## src/rtl/serial_tx_pkg.sv

```systemverilog
package serial_tx_pkg;

  typedef enum logic [1:0] {
    ST_IDLE = 2'd0,
    ST_SEND = 2'd1,
    ST_DONE = 2'd2
  } tx_state_e;

  typedef enum logic [1:0] {
    SH_HOLD  = 2'd0,
    SH_LOAD  = 2'd1,
    SH_SHIFT = 2'd2,
    SH_CLEAR = 2'd3
  } sh_op_e;

endpackage

```

## src/rtl/tx_tick_gen.sv

```systemverilog
module tx_tick_gen #(
  parameter int unsigned DIV = 333333
) (
  input  logic clk,
  input  logic rst_n,
  input  logic restart,
  output logic tick
);
  localparam int unsigned CW = (DIV > 1) ? $clog2(DIV) : 1;
  localparam logic [CW-1:0] LAST = CW'(DIV - 1);

  logic [CW-1:0] cnt_q, cnt_d;

  always_comb begin
    if (restart || cnt_q == LAST) cnt_d = '0;
    else                          cnt_d = cnt_q + 1'b1;
  end

  always_ff @(posedge clk or negedge rst_n) begin
    if (!rst_n) cnt_q <= '0;
    else        cnt_q <= cnt_d;
  end

  assign tick = !restart && (cnt_q == LAST);
endmodule

```

## src/rtl/tx_bit_counter.sv

```systemverilog
module tx_bit_counter #(
  parameter int unsigned LIMIT = 10
) (
  input  logic                         clk,
  input  logic                         rst_n,
  input  logic                         clr,
  input  logic                         inc,
  output logic [$clog2(LIMIT+1)-1:0]   count,
  output logic                         wrap
);
  localparam int unsigned CW = $clog2(LIMIT + 1);
  localparam logic [CW-1:0] TOP = CW'(LIMIT - 1);

  logic [CW-1:0] cnt_q, cnt_d;

  always_comb begin
    cnt_d = cnt_q;
    if (clr)              cnt_d = '0;
    else if (inc)         cnt_d = (cnt_q == TOP) ? '0 : cnt_q + 1'b1;
  end

  always_ff @(posedge clk or negedge rst_n) begin
    if (!rst_n) cnt_q <= '0;
    else        cnt_q <= cnt_d;
  end

  assign count = cnt_q;
  assign wrap  = inc && (cnt_q == TOP);
endmodule

```

## src/rtl/tx_frame_shifter.sv

```systemverilog
module tx_frame_shifter
  import serial_tx_pkg::*;
#(
  parameter int unsigned W = 9
) (
  input  logic         clk,
  input  logic         rst_n,
  input  sh_op_e       op,
  input  logic [W-1:0] load_val,
  output logic         ser_out
);
  logic [W-1:0] sr_q, sr_d;

  always_comb begin
    unique case (op)
      SH_LOAD:  sr_d = load_val;
      SH_SHIFT: sr_d = {1'b1, sr_q[W-1:1]};
      SH_CLEAR: sr_d = '1;
      default:  sr_d = sr_q;
    endcase
  end

  always_ff @(posedge clk or negedge rst_n) begin
    if (!rst_n) sr_q <= '1;
    else        sr_q <= sr_d;
  end

  assign ser_out = sr_q[0];
endmodule

```

## src/rtl/serial_frame_tx.sv

```systemverilog
module serial_frame_tx
  import serial_tx_pkg::*;
#(
  parameter int unsigned CLK_HZ = 100_000_000,
  parameter int unsigned BAUD   = 300,
  parameter int unsigned DATA_W = 7
) (
  input  logic              clk,
  input  logic              rst_n,
  input  logic              send,
  input  logic              odd_sel,
  input  logic [DATA_W-1:0] data,
  output logic              busy,
  output logic              tx_line
);
  localparam int unsigned DIV    = CLK_HZ / BAUD;
  localparam int unsigned SR_W   = DATA_W + 2;
  localparam int unsigned BITS   = DATA_W + 3;
  localparam int unsigned BCW    = $clog2(BITS + 1);

  // reset: asserted asynchronously, released on the clock
  logic [1:0] rs_q;
  logic       rst_sync_n;
  always_ff @(posedge clk or negedge rst_n) begin
    if (!rst_n) rs_q <= 2'b00;
    else        rs_q <= {rs_q[0], 1'b1};
  end
  assign rst_sync_n = rs_q[1];

  tx_state_e       state_q, state_d;
  sh_op_e          sh_op;
  logic            tick, restart, cnt_clr, cnt_inc, bit_wrap;
  logic [BCW-1:0]  bit_cnt;
  logic            par_bit;
  logic [SR_W-1:0] frame_img;

  assign par_bit   = (^data) ^ odd_sel;
  assign frame_img = {par_bit, data, 1'b0};

  tx_tick_gen #(.DIV(DIV)) u_tick (
    .clk(clk), .rst_n(rst_sync_n), .restart(restart), .tick(tick)
  );

  tx_bit_counter #(.LIMIT(BITS)) u_bits (
    .clk(clk), .rst_n(rst_sync_n), .clr(cnt_clr), .inc(cnt_inc),
    .count(bit_cnt), .wrap(bit_wrap)
  );

  tx_frame_shifter #(.W(SR_W)) u_shift (
    .clk(clk), .rst_n(rst_sync_n), .op(sh_op), .load_val(frame_img),
    .ser_out(tx_line)
  );

  always_comb begin
    state_d = state_q;
    sh_op   = SH_HOLD;
    restart = 1'b1;
    cnt_clr = 1'b0;
    cnt_inc = 1'b0;
    unique case (state_q)
      ST_IDLE: if (send) begin
        sh_op   = SH_LOAD;
        cnt_clr = 1'b1;
        state_d = ST_SEND;
      end
      ST_SEND: begin
        restart = 1'b0;
        if (tick) begin
          sh_op   = SH_SHIFT;
          cnt_inc = 1'b1;
          if (bit_wrap) state_d = ST_DONE;
        end
      end
      ST_DONE: if (!send) state_d = ST_IDLE;
      default: begin
        sh_op   = SH_CLEAR;
        state_d = ST_IDLE;
      end
    endcase
  end

  always_ff @(posedge clk or negedge rst_sync_n) begin
    if (!rst_sync_n) state_q <= ST_IDLE;
    else             state_q <= state_d;
  end

  assign busy = (state_q == ST_SEND);

  // line rests high outside a frame
  a_r1_line_idle: assert property (@(posedge clk) disable iff (!rst_sync_n)
    (state_q != ST_SEND) |-> tx_line);

  // a frame opens with the start bit
  a_r5_start_low: assert property (@(posedge clk) disable iff (!rst_sync_n)
    $rose(busy) |-> !tx_line);

  // the line moves only on a bit strobe
  a_r4_line_stable: assert property (@(posedge clk) disable iff (!rst_sync_n)
    (busy && !tick) |=> $stable(tx_line));

  // at least one idle cycle follows every frame
  a_r7_gap: assert property (@(posedge clk) disable iff (!rst_sync_n)
    $fell(busy) |=> !busy);

  // bit index stays inside the frame
  a_r2_cnt_range: assert property (@(posedge clk) disable iff (!rst_sync_n)
    bit_cnt <= BCW'(BITS - 1));

  // busy drops only where the bit counter wrapped
  a_r6_end_on_wrap: assert property (@(posedge clk) disable iff (!rst_sync_n)
    (busy && tick && bit_wrap) |=> (!busy && tx_line));
endmodule

```

## config.mk

```make
export PLATFORM = sky130hd
export DESIGN_NAME = serial_frame_tx
export DESIGN_NICKNAME = d
export VERILOG_FILES = /design/src/rtl/serial_tx_pkg.sv /design/src/rtl/tx_tick_gen.sv /design/src/rtl/tx_bit_counter.sv /design/src/rtl/tx_frame_shifter.sv /design/src/rtl/serial_frame_tx.sv
export SDC_FILE = /design/constraint.sdc
export NUM_CORES = 1
export LEC_CHECK = 0
export BUFFER_PORTS_ARGS = -buffer_cell sky130_fd_sc_hd__buf_2
export CORE_ASPECT_RATIO = 1.1
export CORE_MARGIN = 2
export CORE_UTILIZATION = 55
export DETAILED_ROUTE_END_ITERATION = 12
export MAX_ROUTING_LAYER = met4
export PLACE_DENSITY = 0.75
export SLEW_MARGIN = 40
export SYNTH_ARGS = -nofsm -noshare
export SYNTH_HDL_FRONTEND = slang
export SYNTH_SLANG_ARGS = --single-unit
```

## constraint.sdc

```tcl
create_clock -name clk -period 3.2 [get_ports clk]
set_input_delay 0.16 -clock clk [delete_from_list [all_inputs] [get_ports clk]]
set_output_delay 0.16 -clock clk [all_outputs]
set_load 0.005 [all_outputs]
```

==> flow_metrics.py, run 1 <==
metrics = {
    "critical_path": {
        "r2r.worst_path.cells": 4,
        "crit_path_end_kind": "flip-flop",
        "criticalPathCategory": "flip-flop to flip-flop",
        "r2r-start": "u_tick.cnt_q[11]",
        "worstPathArrival_ns": 2.77,
        "r2r-end": "u_shift.sr_q[7]",
        "crit_path_start_kind": "flip-flop",
        "crit_fanout": 10,
        "r2r_slack_ns": 0.71,
        "critical_path_required_ns": 3.48,
    },
    "routing": {
        "vias": 1636,
        "vias_per_cell": 5.99,
        "antenna_left": 0,
        "finalWirelength_um": 4090,
        "drc_errors": 0,
        "firstDrtPassIters": 4,
        "wl_per_cell_um": 15.0,
        "drt_first_iter_violations": 169,
    },
    "worst_hold_path": {
        "holdCritStartpoint": "send",
        "hp-class": "input port to flip-flop",
        "min_to": "state_q[1]",
        "holdPathStages": 3,
    },
    "logic_synthesis": {
        "synth_most_common_cell": "dfrtp_1",
        "synthArstFlopShare": 1.00,
        "synthTopCellsByArea": "dfrtp_1 (34%), dfstp_2 (12%), xnor2_1 (5.3%), nand2_1 (3.6%), nor2_1 (3.0%)",
        "synth_cell_types": 44,
        "yosysWarnings": 0,
        "synth_top_area_frac": 0.343,
        "synth.ff_latch_count": 36,
        "yosysSeqAreaShare": 0.463,
        "synth_flop_cell": "dfrtp_1",
        "syn_inst": 208,
        "synth_area_leader_cell": "dfrtp_1",
        "synth_edf_count": 0,
        "syn_avg_cell_area_um2": 9.48,
        "syn-cell-area_um2": 1970,
        "yosys-top-cells-count": "dfrtp_1 (27), nand2_1 (19), nor2_1 (16)",
        "synth_nets": 223,
    },
    "floorplanning": {
        "die_area_um2": 4080,
        "start_util": 0.582,
        "ios": 13,
        "die_w_um": 61.1,
        "die_h_um": 66.8,
        "core_area_um2": 3390,
        "row_count": 22,
    },
    "global_route": {
        "grt_overflow": 0,
        "grt_pass1_wl_um": 6860,
        "grt_max_degree": 35,
        "antenna_found_initial": 0,
        "grt_pass1_vias": 1600,
        "grtUsageTotal": 0.236,
    },
    "timing": {
        "final-hold-violation-count": 0,
        "fin_crit_sh": 0.778,
        "max_freq_ghz": 0.402,
        "finalSetupViolCount": 0,
        "rsz0062_at_grt": "false",
        "fin_setup_tns_ns": 0,
        "slew_headroom": 0.516,
        "tightest_slew_ns": 0.726,
        "holdWs_ns": 0.104,
        "drv_slew": 0,
        "finalClockSkew_ns": 0.0126,
        "min_period_ns": 2.49,
    },
    "clocking": {
        "cts_buffers": 5,
        "htreeDepth": 2,
        "clk_latency_ns": 0.34,
        "cts.sinks": 36,
        "cts_resized": 0,
        "cts_tree": "done",
        "path_clk_slew_ns": 0.11,
        "clock-root-buffer": "clkbuf_4",
        "clock_path_buffers": 2,
    },
    "cells_and_area": {
        "diodes": 0,
        "final_core_utilization": 0.632,
        "drive_above_1_share": 0.156,
        "fin_nets": 239,
        "syn_to_final_growth_pct": 8.50,
    },
    "placement": {
        "gp_congestion": 0.844,
        "dp_hpwl_um": 3020,
        "io_buffers": 12,
    },
    "status": {
        "status": "finished, final reports clean",
    },
    "job": {
        "drv_cap": 0,
    },
    "pwr": {
        "power_density_nw_per_um2": 484,
        "vdd_drop_max_mv": 0.266,
        "p_leak_nw": 0.907,
    },
}
-- final cells by class --
type                            instances  area [um2]
Timing Repair Buffer                   16        92.6
Inverter                                8        30.0
Multi-Input combinational cell        157         995
Clock buffer                            7        45.0
Tap cell                               48        60.1
Fill cell                             287        1250
Clock inverter                          1        5.00
Sequential cell                        36         912
-- worst max-delay path, cell delays in order, from the launching register on --
cell and delay [ns]:
dfrtp_1 0.47, or4b_4 0.57, or3_1 0.53, nor3_1 0.59, a221o_1 0.27
-- power by group --
| group | switching, mW | internal, mW | leakage (nW) | total [mW] |
|---|---|---|---|---|
| combinational | 0.107 | 0.0953 | 0.424 | 0.203 |
| sequential | 0.0628 | 0.541 | 0.454 | 0.604 |
| clock | 0.143 | 0.0856 | 0.0293 | 0.229 |
-- metrics by stage --
stage	area, um2	cells	total power [mW]	setup slack [ns]
floorplan	1970	208	0.749	1.01
global placement	2080	264	0.800	0.775
detailed placement	2080	264	0.814	0.731
CTS	2140	273	1.04	0.729
global route	2140	273	1.10	0.533
finish	2140	273	1.04	0.711
-- cells in the final DEF, fill, tap and decap left out, types with 2 or more instances in the layout --
cell / n
a21oi_1: 11
a221o_1: 5
a22oi_1: 2
and2_1: 2
and3_1: 3
and4_1: 2
buf_2: 12
buf_4: 3
clkbuf_1: 2
clkbuf_4: 5
dfrtp_1: 27
dfstp_2: 9
ha_1: 4
inv_1: 8
nand2_1: 19
nand2b_1: 2
nand3_1: 9
nand3b_1: 2
nand4_1: 7
nor2_1: 16
nor3_1: 10
nor4_1: 2
o21ai_0: 11
o31ai_1: 3
or3_1: 6
or4_1: 5
or4bb_1: 2
xnor2_1: 12
xor2_1: 6
-- per-layer routing --
layer  track usage  up-vias  wire length (um)
met4         0.122        0                65
met3        0.0350        8               171
met2         0.406       43              2160
met1         0.257      804              1690
met5             -        -                 0
li1              -      781                 -
-- kinds of logic after synthesis --
group	after synthesis	synth area share
compound gates	37	0.120
xor+xnor	18	0.0799
fa+ha+maj	4	0.0254
buf+inv	15	0.0330
flops	36	0.463
mux	1	0.00508
other cells	1	0.00190
simple gates	96	0.272
-- state kept, by name, indices dropped and copies added (netlist names) --
signal / flops
rs_q: 2
state_q: 2
u_bits.count: 4
u_shift.sr_q: 9
u_tick.cnt_q: 19
-- timing repair --
| action | in CTS | in global routing |
|---|---|---|
| hold buffers | 1 | 0 |
| setup buffers | 0 | 0 |
| endpoints found under the hold margin | 2 | 0 |
-- worst max path at each step --
stage | startpoint | endpoint | slack (ns) | depth (start not counted)
floorplan | u_tick.cnt_q[11] | u_bits.count[1] | 1.01 | 5
global placement | u_tick.cnt_q[11] | u_tick.cnt_q[14] | 0.78 | 4
detailed placement | u_tick.cnt_q[11] | u_tick.cnt_q[12] | 0.73 | 4
CTS | u_tick.cnt_q[11] | u_tick.cnt_q[8] | 0.73 | 4
global route | u_tick.cnt_q[11] | u_tick.cnt_q[8] | 0.53 | 4
finish | u_tick.cnt_q[11] | u_shift.sr_q[7] | 0.71 | 4
(Power assumes the default switching activity.)
==> inputs of run 2 (changes only) <==
clock period = 2.6 ns   (was 3.2 ns; I/O delays follow)
==> flow_metrics.py, run 2 (synthesis results as in run 1) <==
metrics = {
    "status": {
        "status": "finished, final reports clean",
    },
    "pwr": {
        "power_frac_seq": 0.584,
        "internal-power_mw": 0.888,
        "p_sw_frac": 0.303,
        "p_leak_nw": 0.918,
        "combPwrFrac": 0.194,
        "power_density_nw_per_um2": 592,
        "vdd_drop_max_mv": 0.258,
        "clock_power_share": 0.222,
        "power_switching_mw": 0.386,
    },
    "job": {
        "drv_cap": 0,
    },
    "critical_path": {
        "critical_path_required_ns": 2.87,
        "r2r.worst_path.cells": 6,
        "crit_path_end_kind": "flip-flop",
        "worstPathArrival_ns": 2.60,
        "slowest_delay_ns": 0.52,
        "criticalPathCategory": "flip-flop to flip-flop",
        "crit_path_start_kind": "flip-flop",
        "worstPathCellList": "inv_1, ha_1, or4b_1, or3_1, or4_1, a21oi_1",
        "r2r-start": "u_tick.cnt_q[0]",
        "worst_path_max_delay_cell": "or4b_1",
        "critical_path.startpoint": "u_tick.cnt_q[0]",
        "crit_fanout": 6,
    },
    "clocking": {
        "clock_path_buffers": 2,
        "cts_buffers": 5,
        "clk_latency_ns": 0.34,
        "cts_tree": "done",
        "path_clk_slew_ns": 0.11,
        "clock-root-buffer": "clkbuf_4",
        "htreeDepth": 2,
        "cts.sinks": 36,
        "cts.repair_timing.setup_buffer_count": 0,
    },
    "placement": {
        "gp_congestion": 0.848,
        "io_buffers": 12,
        "place_inst": 266,
        "dp_hpwl_um": 3130,
        "placed_cell_area_um2": 2090,
    },
    "routing": {
        "wl_per_cell_um": 15.2,
        "finalWirelength_um": 4170,
        "vias_per_cell": 5.98,
        "drt_first_iter_violations": 86,
        "drc_errors": 0,
        "antenna_left": 0,
        "vias": 1645,
        "firstDrtPassIters": 4,
    },
    "cells_and_area": {
        "regMostFlops": "u_tick.cnt_q",
        "diodes": 0,
        "largest_reg_flops": 19,
        "final_cell_mix": "dfrtp_1 (27), nand2_1 (19), nor2_1 (16)",
        "stdcell_count": 275,
        "syn_to_final_growth_pct": 9.26,
        "fin_nets": 241,
        "fin_area_um2": 2150,
        "final_core_utilization": 0.636,
        "drive_above_1_share": 0.163,
        "layout_commonest_cell": "dfrtp_1",
    },
    "worst_hold_path": {
        "holdPathStages": 3,
        "hp-class": "input port to flip-flop",
        "holdCritStartpoint": "send",
    },
    "global_route": {
        "grt_pass1_wl_um": 7150,
        "grt_max_degree": 35,
        "grt_overflow": 0,
        "antenna_found_initial": 0,
        "grt_pass1_vias": 1603,
        "grtUsageTotal": 0.245,
    },
    "timing": {
        "max_freq_ghz": 0.430,
        "finalClockSkew_ns": 0.0164,
        "drv_slew": 0,
        "fin_setup_tns_ns": 0,
        "rsz0062_at_grt": "false",
        "final-hold-violation-count": 0,
        "fin_crit_sh": 0.894,
        "min_period_ns": 2.32,
        "finalSetupViolCount": 0,
    },
    "floorplanning": {
        "ios": 13,
        "start_util": 0.582,
        "core_area_um2": 3390,
        "row_count": 22,
        "die_w_um": 61.1,
        "die_h_um": 66.8,
        "die_area_um2": 4080,
    },
}
[run 2: changes by cell type in the layout (fill, tap and decap cells not counted), sizes merged]
cell  previous run  this run
buf             15        17
[run 2: area by class of cell]
cell class                      instances  area [um2]
Timing Repair Buffer                   18         108
Clock inverter                          1        5.00
Tap cell                               48        60.1
Fill cell                             298        1230
Clock buffer                            7        45.0
Multi-Input combinational cell        157         995
Sequential cell                        36         912
Inverter                                8        30.0
[run 2: path summary, 6_finish.rpt]
check	endpoint	slack [ns]
max in group asynchronous	u_shift.sr_q[3]	1.97
min in group asynchronous	rs_q[1]	0.08
hold / removal	state_q[1]	0.06
hold reg to reg	state_q[1]	0.27
setup reg to reg	u_bits.count[1]	0.28
setup / recovery	u_bits.count[1]	0.28
[run 2: critical path, delay by kind of cell (launching register included)]
family / cells / cell delay (ns)
and+or+nand+nor: 3 / 1.46
adders and majority gates: 1 / 0.13
AOI/OAI and AO/OA: 1 / 0.15
DFF: 1 / 0.44
buffers and inverters: 1 / 0.08
[run 2: per-layer routing]
metal	routed length [um]	share of wire	up-vias	global-route usage
met3	178	0.043	8	0.0602
met1	1710	0.41	811	0.261
met4	74	0.018	0	0.101
met5	0	0	-	-
li1	-	-	791	-
met2	2210	0.53	35	0.424
[run 2: power groups by stage]
stage / clock network [mW] / registers (mW) / logic [mW]
finish: 0.283 / 0.744 / 0.247
global route: 0.329 / 0.755 / 0.283
CTS: 0.298 / 0.744 / 0.251
detailed placement: 0 / 0.756 / 0.248
global placement: 0 / 0.747 / 0.236
floorplan: 0 / 0.733 / 0.188
[run 2: repair_timing]
item,in CTS,in global routing
hold buffers,1,0
endpoints found under the hold margin,2,0
gates resized for setup,0,0
[run 2: stage by stage]
step                      power [mW]  worst slack (ns)  hold WS [ns]
final                           1.27             0.277        0.0612
after global routing            1.37             0.132        0.0497
after CTS                       1.29             0.273        0.0468
after detailed placement        1.00             0.299       -0.0807
after global placement         0.984             0.372       -0.0840
after floorplan                0.921             0.406        -0.166
==> inputs of run 3 (changes only) <==
CORE_UTILIZATION = 51   (was 55)
PLACE_DENSITY = 0.71   (was 0.75)
==> flow_metrics.py, run 3 (synthesis results as in run 1) <==
metrics = {
    "cells_and_area": {
        "drive_above_1_share": 0.176,
        "stdcell_count": 277,
        "regMostFlops": "u_tick.cnt_q",
        "regArea_um2": 913,
        "largest_reg_flops": 19,
        "syn_to_final_growth_pct": 12.6,
        "multi_input_area_um2": 995,
        "layout_commonest_cell": "dfrtp_1",
        "final_core_utilization": 0.603,
        "n_fill_cell": 343,
        "fin_area_um2": 2220,
        "final_cell_mix": "dfrtp_1 (26), nand2_1 (19), nor2_1 (16)",
        "diodes": 0,
        "fin_nets": 241,
    },
    "global_route": {
        "grt_overflow": 0,
        "grt_pass1_vias": 1599,
        "grt_max_degree": 27,
        "antenna_found_initial": 0,
        "grtUsageTotal": 0.226,
        "grt_pass1_wl_um": 7450,
    },
    "routing": {
        "wl_per_cell_um": 15.3,
        "finalWirelength_um": 4240,
        "vias_per_cell": 5.91,
        "antenna_left": 0,
        "drt_first_iter_violations": 111,
        "vias": 1638,
        "drc_errors": 0,
        "firstDrtPassIters": 4,
    },
    "timing": {
        "finalSetupViolCount": 0,
        "max_freq_ghz": 0.428,
        "slew_headroom": 0.631,
        "min_period_ns": 2.34,
        "fin_setup_tns_ns": 0,
        "rsz0062_at_grt": "false",
        "drv_slew": 0,
        "fin_crit_sh": 0.898,
        "final-hold-violation-count": 0,
        "finalClockSkew_ns": 0.00896,
        "setup_slack_ns": 0.265,
        "tightest_slew_ns": 0.553,
    },
    "critical_path": {
        "criticalPathCategory": "flip-flop to flip-flop",
        "crit_path_start_kind": "flip-flop",
        "r2r_slack_ns": 0.26,
        "critical_path_required_ns": 2.84,
        "r2r-start": "u_tick.cnt_q[0]",
        "r2r-end": "u_bits.count[1]",
        "crit_path_end_kind": "flip-flop",
        "r2r.worst_path.cells": 6,
        "worstPathArrival_ns": 2.57,
        "crit_fanout": 6,
    },
    "clocking": {
        "cts.repair_timing.setup_buffer_count": 0,
        "clk_latency_ns": 0.30,
        "path_clk_slew_ns": 0.08,
        "cts_tree": "done",
        "cts.sinks": 36,
        "htreeDepth": 2,
        "clock-root-buffer": "clkbuf_8",
        "ctsHoldBuffers": 1,
        "cts_resized": 0,
        "clock_path_buffers": 2,
        "cts_buffers": 5,
    },
    "pwr": {
        "power_density_nw_per_um2": 674,
        "p_leak_nw": 0.942,
        "vdd_drop_max_mv": 0.458,
    },
    "floorplanning": {
        "core_area_um2": 3680,
        "row_count": 23,
        "die_w_um": 63.3,
        "die_h_um": 69.2,
        "ios": 13,
        "start_util": 0.535,
        "die_area_um2": 4380,
    },
    "worst_hold_path": {
        "hp-class": "input port to flip-flop",
        "min_to": "state_q[1]",
        "holdPathStages": 3,
        "holdCritStartpoint": "send",
    },
    "placement": {
        "gp_congestion": 0.848,
        "placed_cell_area_um2": 2100,
        "io_buffers": 12,
        "place_inst": 268,
        "dp_slack_ns": 0.260,
        "dp_hpwl_um": 3110,
    },
    "status": {
        "status": "finished, final reports clean",
    },
    "job": {
        "drv_cap": 0,
    },
}
run 3: changes by cell type in the layout (fill, tap and decap cells not counted):
cell	change
clkbuf_1	-2
bufinv_16	+1
clkbuf_8	+5
clkinvlp_4	+1
dfrtp_1	-1
dfrtp_2	+1
clkbuf_4	-5
run 3: cell type report:
cell class                 instances  area share
multi-input combinational        157       0.448
tap                               50      0.0282
clock inverter                     3      0.0192
clock buffer                       5      0.0310
inverter                           8      0.0135
sequential                        36       0.411
timing repair buffer              18      0.0485
run 3: through the flow:
step | hold WS [ns] | total power, mW
floorplan | -0.166 | 0.921
global placement | -0.0852 | 0.989
detailed placement | -0.0814 | 1.00
CTS | 0.112 | 1.51
global route | 0.124 | 1.58
finish | 0.114 | 1.50
run 3: critical path, cell delays in order (launching register included):
cell	delay [ns]
dfrtp_1	0.42
inv_1	0.07
ha_1	0.12
or4b_1	0.55
or3_1	0.46
or4_1	0.50
a21oi_1	0.15
run 3: worst max path at each step:
stage / endpoint / startpoint / slack, ns / depth (start not counted)
after CTS: u_bits.count[1] / u_tick.cnt_q[0] / 0.27 / 6
after detailed placement: u_bits.count[0] / u_tick.cnt_q[0] / 0.26 / 6
after global placement: u_bits.count[1] / u_tick.cnt_q[0] / 0.36 / 6
after floorplan: u_bits.count[1] / u_tick.cnt_q[11] / 0.41 / 5
after global routing: u_bits.count[1] / u_tick.cnt_q[0] / 0.15 / 6
final: u_bits.count[1] / u_tick.cnt_q[0] / 0.26 / 6
run 3: routing by layer:
| metal | up-vias | GRT usage | wire length, um |
|---|---|---|---|
| met5 | - | - | 0 |
| met4 | 0 | 0.126 | 117 |
| met3 | 9 | 0.0471 | 148 |
| met2 | 39 | 0.362 | 2100 |
| met1 | 798 | 0.266 | 1870 |
| li1 | 792 | - | - |
run 3: power breakdown:
group	total (mW)	switching (mW)	leakage [nW]	internal, mW
clock network	0.499	0.215	0.0541	0.284
logic	0.245	0.127	0.435	0.118
registers	0.753	0.0869	0.453	0.666
total	1.50	0.429	0.942	1.07
